## src/rtl/dce_pkg.sv

```systemverilog
package dce_pkg;

  localparam int DCE_WORD_W    = 32;
  localparam int DCE_CNT_W     = 11;
  localparam int DCE_WIDTH_LSB = 12;

  typedef enum logic [2:0] {
    ST_IDLE,
    ST_FETCH,
    ST_RD,
    ST_HOLD,
    ST_WR,
    ST_NEXT
  } dce_state_e;

  localparam logic [1:0] RPT_IDLE = 2'd0;
  localparam logic [1:0] RPT_DESC = 2'd1;
  localparam logic [1:0] RPT_WAIT = 2'd2;
  localparam logic [1:0] RPT_XFER = 2'd3;

  localparam logic [1:0] MODE_CHAIN  = 2'b01;
  localparam logic [1:0] MODE_SINGLE = 2'b10;

  function automatic logic [1:0] width_code(input logic [DCE_WORD_W-1:0] size_w);
    return size_w[DCE_WIDTH_LSB +: 2];
  endfunction

  function automatic logic width_ok(input logic [DCE_WORD_W-1:0] size_w);
    return width_code(size_w) != 2'd1;
  endfunction

  function automatic logic [2:0] width_bytes(input logic [DCE_WORD_W-1:0] size_w);
    case (width_code(size_w))
      2'd3:    return 3'd1;
      2'd2:    return 3'd2;
      2'd0:    return 3'd4;
      default: return 3'd0;
    endcase
  endfunction

  function automatic logic [DCE_CNT_W-1:0] elem_count(input logic [DCE_WORD_W-1:0] size_w);
    if (width_code(size_w) == 2'd0)
      return size_w[DCE_CNT_W-1:0];
    else
      return {1'b0, size_w[DCE_CNT_W-2:0]};
  endfunction

  function automatic logic [1:0] state_report(input dce_state_e s);
    case (s)
      ST_IDLE:         return RPT_IDLE;
      ST_FETCH:        return RPT_DESC;
      ST_RD, ST_WR:    return RPT_XFER;
      default:         return RPT_WAIT;
    endcase
  endfunction

  function automatic logic mode_enabled(input logic [1:0] m);
    return (m == MODE_CHAIN) || (m == MODE_SINGLE);
  endfunction

endpackage

```

## src/rtl/dce_desc_regs.sv

```systemverilog
module dce_desc_regs #(
  parameter int W     = 32,
  parameter int NREG  = 4,
  parameter int STEPI = 1,
  localparam int IW   = $clog2(NREG)
) (
  input  logic          clk,
  input  logic          rst_n,
  input  logic          host_we,
  input  logic [IW-1:0] host_idx,
  input  logic [W-1:0]  host_data,
  input  logic          load_we,
  input  logic [IW-1:0] load_idx,
  input  logic [W-1:0]  load_data,
  input  logic          step_en,
  input  logic [2:0]    step_bytes,
  input  logic [IW-1:0] rd_idx,
  output logic [W-1:0]  rd_data,
  output logic [W-1:0]  q_flat [NREG]
);

  logic [W-1:0] q [NREG];

  for (genvar i = 0; i < NREG; i++) begin : g_reg
    always_ff @(posedge clk or negedge rst_n) begin
      if (!rst_n)
        q[i] <= '0;
      else if (host_we && host_idx == IW'(i))
        q[i] <= host_data;
      else if (load_we && load_idx == IW'(i))
        q[i] <= load_data;
      else if (i == STEPI && step_en)
        q[i] <= q[i] + W'(step_bytes);
    end
    assign q_flat[i] = q[i];
  end

  assign rd_data = q[rd_idx];

endmodule

```

## src/rtl/dce_ctrl.sv

```systemverilog
module dce_ctrl
  import dce_pkg::*;
#(
  parameter int W    = 32,
  parameter int CW   = 11,
  parameter int NREG = 4,
  localparam int IW  = $clog2(NREG)
) (
  input  logic          clk,
  input  logic          rst_n,
  input  logic [1:0]    mode_i,
  input  logic          dir_i,
  input  logic [W-1:0]  r_dev,
  input  logic [W-1:0]  r_mem,
  input  logic [W-1:0]  r_size,
  input  logic [W-1:0]  r_next,
  output logic          mem_req,
  output logic [W-1:0]  mem_addr,
  output logic          mem_we,
  output logic [W-1:0]  mem_wdata,
  input  logic [W-1:0]  mem_rdata,
  input  logic          mem_ready,
  input  logic          mem_err,
  output logic          load_we,
  output logic [IW-1:0] load_idx,
  output logic          step_en,
  output logic [2:0]    step_bytes,
  output logic          idle_o,
  output logic [1:0]    state_o,
  output logic          irq_o,
  output logic          err_o
);

  dce_state_e    st;
  logic [IW-1:0] fidx;
  logic [W-1:0]  fptr;
  logic [CW-1:0] rem;
  logic [W-1:0]  data_q;
  logic          dir_q, sg_q, en_q, irq_q, err_q;

  // named internal events
  logic en_now, start_ev, acc_done, acc_ok, bus_fault, last_word, desc_done;
  logic [W-1:0] link_ptr;

  assign en_now    = mode_enabled(mode_i);
  assign start_ev  = (st == ST_IDLE) && en_now && !en_q;
  assign acc_done  = mem_req && mem_ready;
  assign acc_ok    = acc_done && !mem_err;
  assign bus_fault = acc_done && mem_err;
  assign last_word = (fidx == IW'(NREG - 1));
  assign desc_done = (st == ST_NEXT) && en_now && (rem == '0);
  assign link_ptr  = {r_next[W-1:2], 2'b00};

  always_ff @(posedge clk or negedge rst_n) begin
    if (!rst_n) begin
      st     <= ST_IDLE;
      fidx   <= '0;
      fptr   <= '0;
      rem    <= '0;
      data_q <= '0;
      dir_q  <= 1'b0;
      sg_q   <= 1'b0;
      en_q   <= 1'b0;
      irq_q  <= 1'b0;
      err_q  <= 1'b0;
    end else begin
      en_q  <= en_now;
      irq_q <= 1'b0;
      err_q <= 1'b0;
      case (st)
        ST_IDLE: if (start_ev) begin
          dir_q <= dir_i;
          if (mode_i == MODE_CHAIN) begin
            sg_q <= 1'b1;
            fidx <= '0;
            fptr <= link_ptr;
            st   <= ST_FETCH;
          end else begin
            sg_q <= 1'b0;
            if (width_ok(r_size)) begin
              rem <= elem_count(r_size);
              st  <= ST_NEXT;
            end else begin
              err_q <= 1'b1;
            end
          end
        end
        ST_FETCH: begin
          if (bus_fault) begin
            err_q <= 1'b1;
            st    <= ST_IDLE;
          end else if (acc_ok) begin
            if (last_word) begin
              if (width_ok(r_size)) begin
                rem <= elem_count(r_size);
                st  <= ST_NEXT;
              end else begin
                err_q <= 1'b1;
                st    <= ST_IDLE;
              end
            end else begin
              fidx <= fidx + 1'b1;
            end
          end
        end
        ST_NEXT: begin
          if (!en_now) begin
            st <= ST_IDLE;
          end else if (rem == '0) begin
            irq_q <= r_next[0];
            if (sg_q && r_next[1]) begin
              fidx <= '0;
              fptr <= link_ptr;
              st   <= ST_FETCH;
            end else begin
              st <= ST_IDLE;
            end
          end else begin
            st <= ST_RD;
          end
        end
        ST_RD: begin
          if (bus_fault) begin
            err_q <= 1'b1;
            st    <= ST_IDLE;
          end else if (acc_ok) begin
            data_q <= mem_rdata;
            st     <= ST_HOLD;
          end
        end
        ST_HOLD: st <= ST_WR;
        ST_WR: begin
          if (bus_fault) begin
            err_q <= 1'b1;
            st    <= ST_IDLE;
          end else if (acc_ok) begin
            rem <= rem - 1'b1;
            st  <= ST_NEXT;
          end
        end
        default: st <= ST_IDLE;
      endcase
    end
  end

  always_comb begin
    mem_req  = (st == ST_FETCH) || (st == ST_RD) || (st == ST_WR);
    mem_we   = (st == ST_WR);
    case (st)
      ST_FETCH: mem_addr = fptr + W'({fidx, 2'b00});
      ST_RD:    mem_addr = dir_q ? r_mem : r_dev;
      ST_WR:    mem_addr = dir_q ? r_dev : r_mem;
      default:  mem_addr = '0;
    endcase
  end

  assign mem_wdata  = data_q;
  assign load_we    = (st == ST_FETCH) && acc_ok;
  assign load_idx   = fidx;
  assign step_en    = (st == ST_WR) && acc_ok;
  assign step_bytes = width_bytes(r_size);
  assign idle_o     = (st == ST_IDLE);
  assign state_o    = state_report(st);
  assign irq_o      = irq_q;
  assign err_o      = err_q;

  assert_idle_no_req_R7: assert property (@(posedge clk) disable iff (!rst_n)
    (state_o == RPT_IDLE) |-> !mem_req);
  assert_req_state_R7: assert property (@(posedge clk) disable iff (!rst_n)
    mem_req |-> (state_o == RPT_DESC || state_o == RPT_XFER));
  assert_fetch_read_only_R3: assert property (@(posedge clk) disable iff (!rst_n)
    (mem_req && state_o == RPT_DESC) |-> !mem_we);
  assert_write_follows_wait_R4: assert property (@(posedge clk) disable iff (!rst_n)
    $rose(mem_we) |-> $past(state_o) == RPT_WAIT);
  assert_done_once_R8: assert property (@(posedge clk) disable iff (!rst_n)
    desc_done |=> !desc_done);

endmodule

```

## src/rtl/dma_chan_engine.sv

```systemverilog
module dma_chan_engine
  import dce_pkg::*;
#(
  parameter int W    = DCE_WORD_W,
  parameter int CW   = DCE_CNT_W,
  parameter int NREG = 4,
  localparam int IW  = $clog2(NREG)
) (
  input  logic          clk,
  input  logic          rst_n,
  input  logic [1:0]    mode_i,
  input  logic          dir_i,
  input  logic          reg_wr,
  input  logic [IW-1:0] reg_idx,
  input  logic [W-1:0]  reg_wdata,
  output logic [W-1:0]  reg_rdata,
  output logic          mem_req,
  output logic [W-1:0]  mem_addr,
  output logic          mem_we,
  output logic [W-1:0]  mem_wdata,
  input  logic [W-1:0]  mem_rdata,
  input  logic          mem_ready,
  input  logic          mem_err,
  output logic [1:0]    state_o,
  output logic          irq_o,
  output logic          err_o
);

  logic [W-1:0]  q [NREG];
  logic          load_we, step_en, idle, host_we;
  logic [IW-1:0] load_idx;
  logic [2:0]    step_bytes;

  assign host_we = reg_wr && idle;

  dce_desc_regs #(.W(W), .NREG(NREG), .STEPI(1)) u_regs (
    .clk        (clk),
    .rst_n      (rst_n),
    .host_we    (host_we),
    .host_idx   (reg_idx),
    .host_data  (reg_wdata),
    .load_we    (load_we),
    .load_idx   (load_idx),
    .load_data  (mem_rdata),
    .step_en    (step_en),
    .step_bytes (step_bytes),
    .rd_idx     (reg_idx),
    .rd_data    (reg_rdata),
    .q_flat     (q)
  );

  dce_ctrl #(.W(W), .CW(CW), .NREG(NREG)) u_ctrl (
    .clk        (clk),
    .rst_n      (rst_n),
    .mode_i     (mode_i),
    .dir_i      (dir_i),
    .r_dev      (q[0]),
    .r_mem      (q[1]),
    .r_size     (q[2]),
    .r_next     (q[3]),
    .mem_req    (mem_req),
    .mem_addr   (mem_addr),
    .mem_we     (mem_we),
    .mem_wdata  (mem_wdata),
    .mem_rdata  (mem_rdata),
    .mem_ready  (mem_ready),
    .mem_err    (mem_err),
    .load_we    (load_we),
    .load_idx   (load_idx),
    .step_en    (step_en),
    .step_bytes (step_bytes),
    .idle_o     (idle),
    .state_o    (state_o),
    .irq_o      (irq_o),
    .err_o      (err_o)
  );

  assert_pulse_excl_R9: assert property (@(posedge clk) disable iff (!rst_n)
    $onehot0({irq_o, err_o}));
  assert_irq_state_R8: assert property (@(posedge clk) disable iff (!rst_n)
    irq_o |-> (state_o == RPT_IDLE || state_o == RPT_DESC));
  assert_err_idle_R9: assert property (@(posedge clk) disable iff (!rst_n)
    err_o |-> state_o == RPT_IDLE);
  assert_busy_write_blocked_R1: assert property (@(posedge clk) disable iff (!rst_n)
    (reg_wr && state_o != RPT_IDLE) |-> !host_we);

endmodule

```

## config.mk

```make
export PLATFORM = sky130hd
export DESIGN_NAME = dma_chan_engine
export DESIGN_NICKNAME = d
export VERILOG_FILES = /design/src/rtl/dce_pkg.sv /design/src/rtl/dce_desc_regs.sv /design/src/rtl/dce_ctrl.sv /design/src/rtl/dma_chan_engine.sv
export SDC_FILE = /design/constraint.sdc
export NUM_CORES = 1
export LEC_CHECK = 0
export BUFFER_PORTS_ARGS = -buffer_cell sky130_fd_sc_hd__clkbuf_2
export CAP_MARGIN = 20
export CORE_UTILIZATION = 54
export DETAILED_ROUTE_END_ITERATION = 8
export MAX_ROUTING_LAYER = met4
export PLACE_DENSITY = 0.83
export SLEW_MARGIN = 20
export SYNTH_ARGS = -nofsm -noshare
export SYNTH_HDL_FRONTEND = slang
export SYNTH_HIERARCHICAL = 1
export SYNTH_SLANG_ARGS = --single-unit
```

## constraint.sdc

```tcl
create_clock -name clk -period 6.7 [get_ports clk]
set_input_delay 0.67 -clock clk [delete_from_list [all_inputs] [get_ports clk]]
set_output_delay 0.67 -clock clk [all_outputs]
set_load 0.1 [all_outputs]
```

== Yosys cells after proc, flatten, opt, wreduce, memory -nomap -nowiden ==
Index checks and enable logic that the tools add are counted.
Word-level totals
  output and inout bits: 102
  bits in registers: 213
Cells by class
  equal/unequal tests: 33
  add/sub/neg operators: 4
  $lt $le $gt $ge: 1
  bitwise gates (word level): 2
  muxes and demuxes: 69
  reduce and logical (&&, ||, !) cells: 41
Operators with widths (number)
  $mux 32: 18
  $mux 11: 9
  $pmux 32 s3: 1
  $bmux 32 s2: 1
  $pmux 32 s2: 1
  $mux 3: 12
  $pmux 11 s3: 1
  $add 32x3->32: 1
  $add 32x4->32: 1
  $mux 2: 9
  $pmux 3 s6: 1
  $logic_and 1x1->1: 17
  $ne 3x1->1 const B: 5
  $eq 2x2->1 const B: 7
  $ne 2x1->1 const B: 7
  $mux 1: 12
  $ne 2x2->1 const B: 6
  $pmux 2 s3: 2
  $reduce_and 6->1: 2
  $logic_not 11->1: 1
  $sub 11x1->11 const B: 1
  $pmux 3 s3: 1
  $reduce_and 9->1: 1
  $reduce_bool 3->1: 3
  other kinds (18): 30

== Depth between registers and ports, before layout ==
  depth in word-level cells: 9
  depth in mapped cells: 11
  mapped depth without buffers: 8

== Modules after synthesis ==
The synthesis kept the hierarchy.
Modules (own cells, without submodules)
  dce_desc_regs: area each 7581.0 µm², cells each 749, seq. area each 3203.1 µm², times used 1
  dce_ctrl: area each 5343.9 µm², cells each 511, seq. area each 2077.0 µm², times used 1
  dma_chan_engine: area each 6.3 µm², cells each 1, seq. area each 0.0 µm², times used 1

== Worst setup path before layout ==
No wires, ideal clock.
  path type: flip-flop to output port
  start point: register u_ctrl.st[0]
  end point: output port mem_addr[10]
  path buffers: 2
  data arrival time: 3796 ps
  required time: 6030 ps
  cell stages (with the launch flop): 8
  path slack: 2234 ps
  cells stage by stage: dfrtp_1 > buf_2 > nor2_1 > nand2_1 > clkinv_1 > clkbuf_1 > a221oi_1 > o22ai_1
Between the ends
  cells in the longest elaborated chain, start to end: 2
Ends and longest elaborated chain
  start, declared: RTL line dce_ctrl.sv:34  | dce_state_e st;
  start signal, assigned: RTL line dce_ctrl.sv:56  | st <= ST_IDLE;
  start signal, assigned: RTL line dce_ctrl.sv:77  | st <= ST_FETCH;
  start signal, assigned: RTL line dce_ctrl.sv:82  | st <= ST_NEXT;
  $eq 3x3->1
  named net mem_we: RTL line dma_chan_engine.sv:19  | output logic mem_we,
  $pmux 32 s3: RTL line dce_ctrl.sv:149  | case (st)
  end, declared: RTL line dma_chan_engine.sv:18  | output logic [W-1:0] mem_addr,
The timed path passes the listed nets, and every way through them passes these cells.

== Worst setup path after layout ==
  start point: register u_ctrl.st[1]
  end point: output port mem_addr[2]
Between the ends
  cells in the longest elaborated chain, start to end: 2
Ends and longest elaborated chain (RTL line)
  $eq 3x3->1, or another cell as far along: dce_ctrl.sv:149
  $pmux 32 s3 (*): dce_ctrl.sv:149
Mark *: on every way between the ends. The rest lies on a longest branch, timed or not.

==> key figures <==
Detailed routing
  • DR vias/cell: about 6.7
  • Post-route ant nets: 0
  • Residual DRC: 0
  • WL per Instance: roughly 24 um
  • Routed vias: between 10,000 and 15,000
  • 1st-iter DRT viols: ~1,700
  • Detailed-router iteration count before antenna repair: 6
  • Routed wire length: 41,200 um

STA
  • Hold Violations, Final: 0
  • Crit path time final: 4.361 ns
  • RSZ-0062 raised after global routing: false
  • Final setup vio count: 0
  • Final WS setup: 2.339 ns
  • Tcrit/Tclk final: 0.6509
  • Slew Limit Fails: 0
  • Total negative slack: 0 ns
  • Worst Skew: about 0.013 ns
  • Relative slew slack: 0.2854
  • Worst-Margin Slew: 1.072 ns
  • FMAX: between 200 and 250 MHz

Clock network
  • CTS tree: yes
  • Htree depth: 1
  • Clock sinks: between 200 and 250
  • Post-CTS setup buffers: 0
  • TritonCTS buffer count: 25
  • Clock root cell: clkbuf_16
  • CTS max path bufs: 3
  • # hold bufs at CTS: 0
  • Worst-path clk slew: ~0.060 ns
  • CTS resizes: 0
  • Clk_lat worst skew: 0.53 ns

GRT
  • Gr ovfl total: 0
  • Maximum number of pins on one net before global-route repair: between 80 and 90
  • First-pass GRT wire length: approximately 63,000 um
  • Vias in the first global route: 11,130
  • Gr usage total: 0.3475
  • Antenna violations before repair: 1

Place
  • DP Worst Slack: just under 3 ns
  • Post-DP HPWL: between 20,000 and 30,000 um
  • Port bufs: between 150 and 200
  • Placer Congestion: around 0.95
  • DP Cell Count: between 1,500 and 2,000

Die
  • Die Y: around 160 um
  • Ports: around 180
  • Die footprint: 24,570 sq um
  • Die width: 156.7 um
  • # rows: 56
  • Core area: between 20,000 and 25,000 sq um
  • Initial core utilization: 0.5509

Pwr
  • LEAKAGE: between 0.006 and 0.007 uW
  • Pwr Density: just under 600 nW/um^2
  • Worst vdd ir: between 0.0004 and 0.0005 V

Hold path
  • Hold WC Path Type: input port to async pin

Synthesis
  • Mapped Nets: between 1,000 and 1,500
  • Number of synthesized flops with an enable pin: 0
  • Async SR Flop Fraction: 1.000
  • Synth cell types: 83
  • Top FF cell, synth: dfrtp_1
  • Seq/Total Area, Yosys: 0.4083
  • Cells after Synth: between 1,000 and 1,500
  • Top post-synthesis cells by area: dfrtp_1 (41%), mux2i_1 (7.6%), mux4_2 (5.2%)
  • YS warnings: 6
  • Synth area leader: dfrtp_1
  • Number of synthesized register bits: between 200 and 250
  • Average size of a mapped cell: between 10 and 15 sq um
  • Share of the synthesized area in the top cell type: 0.4083
  • Synthesized cell area: between 10,000 and 15,000 sq um

Critical path
  • WP data arrival: approximately 3.7 ns
  • Setup CP Type: register to primary output
  • CP Capture Type: primary output
  • CP Launch Type: register
  • Critical Path Fanout Max: 34
  • Critical Path RT: 6.03 ns

Cells and area
  • Layout cell share with drive strength beyond 1: 0.2680
  • Nets: 1,481
  • Finished Layout Cells: around 1,700
  • Area grow syn2layout: 14.18%

Flow run
  • Max Cap Viol: 0

Status
  • Status: completed
-- per-layer routing --
metal  wire (um)  vias up  part of all wire  global-route usage
met5           0        -                 0                   -
met4        1849        0             0.045              0.1415
met3        4933      167              0.12             0.07283
met2       18340      843              0.45              0.5137
met1       16080     5600              0.39              0.4655
li1            -     4977                 -                   -
-- final cells by class --
cell class / instances / area [sq um]
well taps: 319 / 399.1
flip-flops and latches: 211 / 5280
inverters: 17 / 63.81
fillers: 1832 / 8708
clock inverters: 7 / 67.56
diodes: 1 / 2.502
repair buffers: 198 / 1059
multi-input cells: 944 / 7152
clock buffers: 37 / 740.7
-- kinds of logic after synthesis --
| logic type | synth area share |
|---|---|
| simple gates | 0.1373 |
| buf+inv | 0.04141 |
| fa+ha+maj | 0.01084 |
| flops | 0.4083 |
| compound gates | 0.1572 |
| mux | 0.2097 |
| xor+xnor | 0.03522 |
-- worst paths after layout --
check | slack [ns] | cells after the start | startpoint | to
max | 2.34 | 7 | u_ctrl/st[1]$_DFFE_PN0P_ | mem_addr[2]
min | 0.12 | 1 | rst_n | u_regs/q_flat[1]$_DFFE_PN0P_
max reg2reg | 3.32 | 4 | u_ctrl/st[1]$_DFFE_PN0P_ | u_ctrl/mem_wdata[20]$_DFFE_PN0P_
min reg2reg | 0.50 | 1 | u_ctrl/mem_wdata[5]$_DFFE_PN0P_ | u_ctrl/mem_wdata[5]$_DFFE_PN0P_
max in group asynchronous | 5.24 | 2 | rst_n | u_ctrl/fptr[20]$_DFFE_PN0P_
min in group clk | 0.38 | 2 | dir_i | u_ctrl/dir_q$_DFFE_PN0P_
-- placed cells by master, fill, tap and decap left out, drive strengths merged, types with 26 or more instances in the layout --
cell and n:
a21oi 56, a221oi 26, clkbuf 211, dfrtp 211, mux2 79, mux2i 98, mux4 32, nand2 159
nand3 39, nor2 36, o21ai 130, o22ai 31, xor2 35
-- cell usage after synthesis, types with 3 or more instances --
master and count:
a21oi_1 54, a31oi_1 6, nor4_1 10, nor3b_1 4, buf_2 24, o31a_1 3, o221ai_1 9, mux2_2 47
nand3b_1 6, o31ai_1 4, xnor2_1 17, o211ai_1 3, nor4_2 3, buf_6 9, nor2b_1 5, clkbuf_8 4
clkbuf_1 50, dfrtp_1 211, o21ai_0 128, inv_1 16, ha_1 8, and2_1 4, mux2_4 30, nand2_1 158
nand3_1 38, and4_1 7, a22oi_1 23, mux4_2 30, mux2i_1 98, nor3_1 18, and3_1 18, nand2b_1 4
o21a_1 3, nand4_1 14, a21o_1 4, nor2_1 36, a221oi_1 26, o22ai_1 31, xor2_1 35, or3_1 3
-- registers in the layout, summed over array words and instances (netlist names) --
register	cells
u_ctrl/irq_o	1
u_ctrl/load_idx	2
u_ctrl/rem	11
u_regs/q_flat	128
u_ctrl/st	3
u_ctrl/sg_q	1
u_ctrl/fptr	30
u_ctrl/en_q	1
u_ctrl/err_o	1
u_ctrl/dir_q	1
u_ctrl/mem_wdata	32
-- report_power, final --
group | total [uW] | switching [uW] | internal (uW)
logic | 4710 | 3460 | 1240
registers | 2540 | 726 | 1820
clock network | 1350 | 550 | 799
-- critical path: stages (launching register included) --
cell and delay [ns]:
dfrtp_1 0.77, nor2_1 0.18, nand2_1 0.47, clkinv_1 0.49
buf_4 0.38, a221oi_1 0.30, o21ai_0 0.16, clkbuf_2 0.39
-- through the flow --
step / instance area [sq um] / util / hold WS (ns) / power [uW]
floorplan: 12930 / - / 0.3744 / 6135
global placement: 13950 / 0.5943 / 0.4683 / 7023
detailed placement: 13950 / 0.5943 / 0.4788 / 7157
CTS: 14760 / 0.6287 / 0.1472 / 8526
global route: 14760 / 0.6290 / 0.1661 / 8933
finish: 14760 / 0.6290 / 0.1236 / 8597
Power figures use the tool's default switching activity.
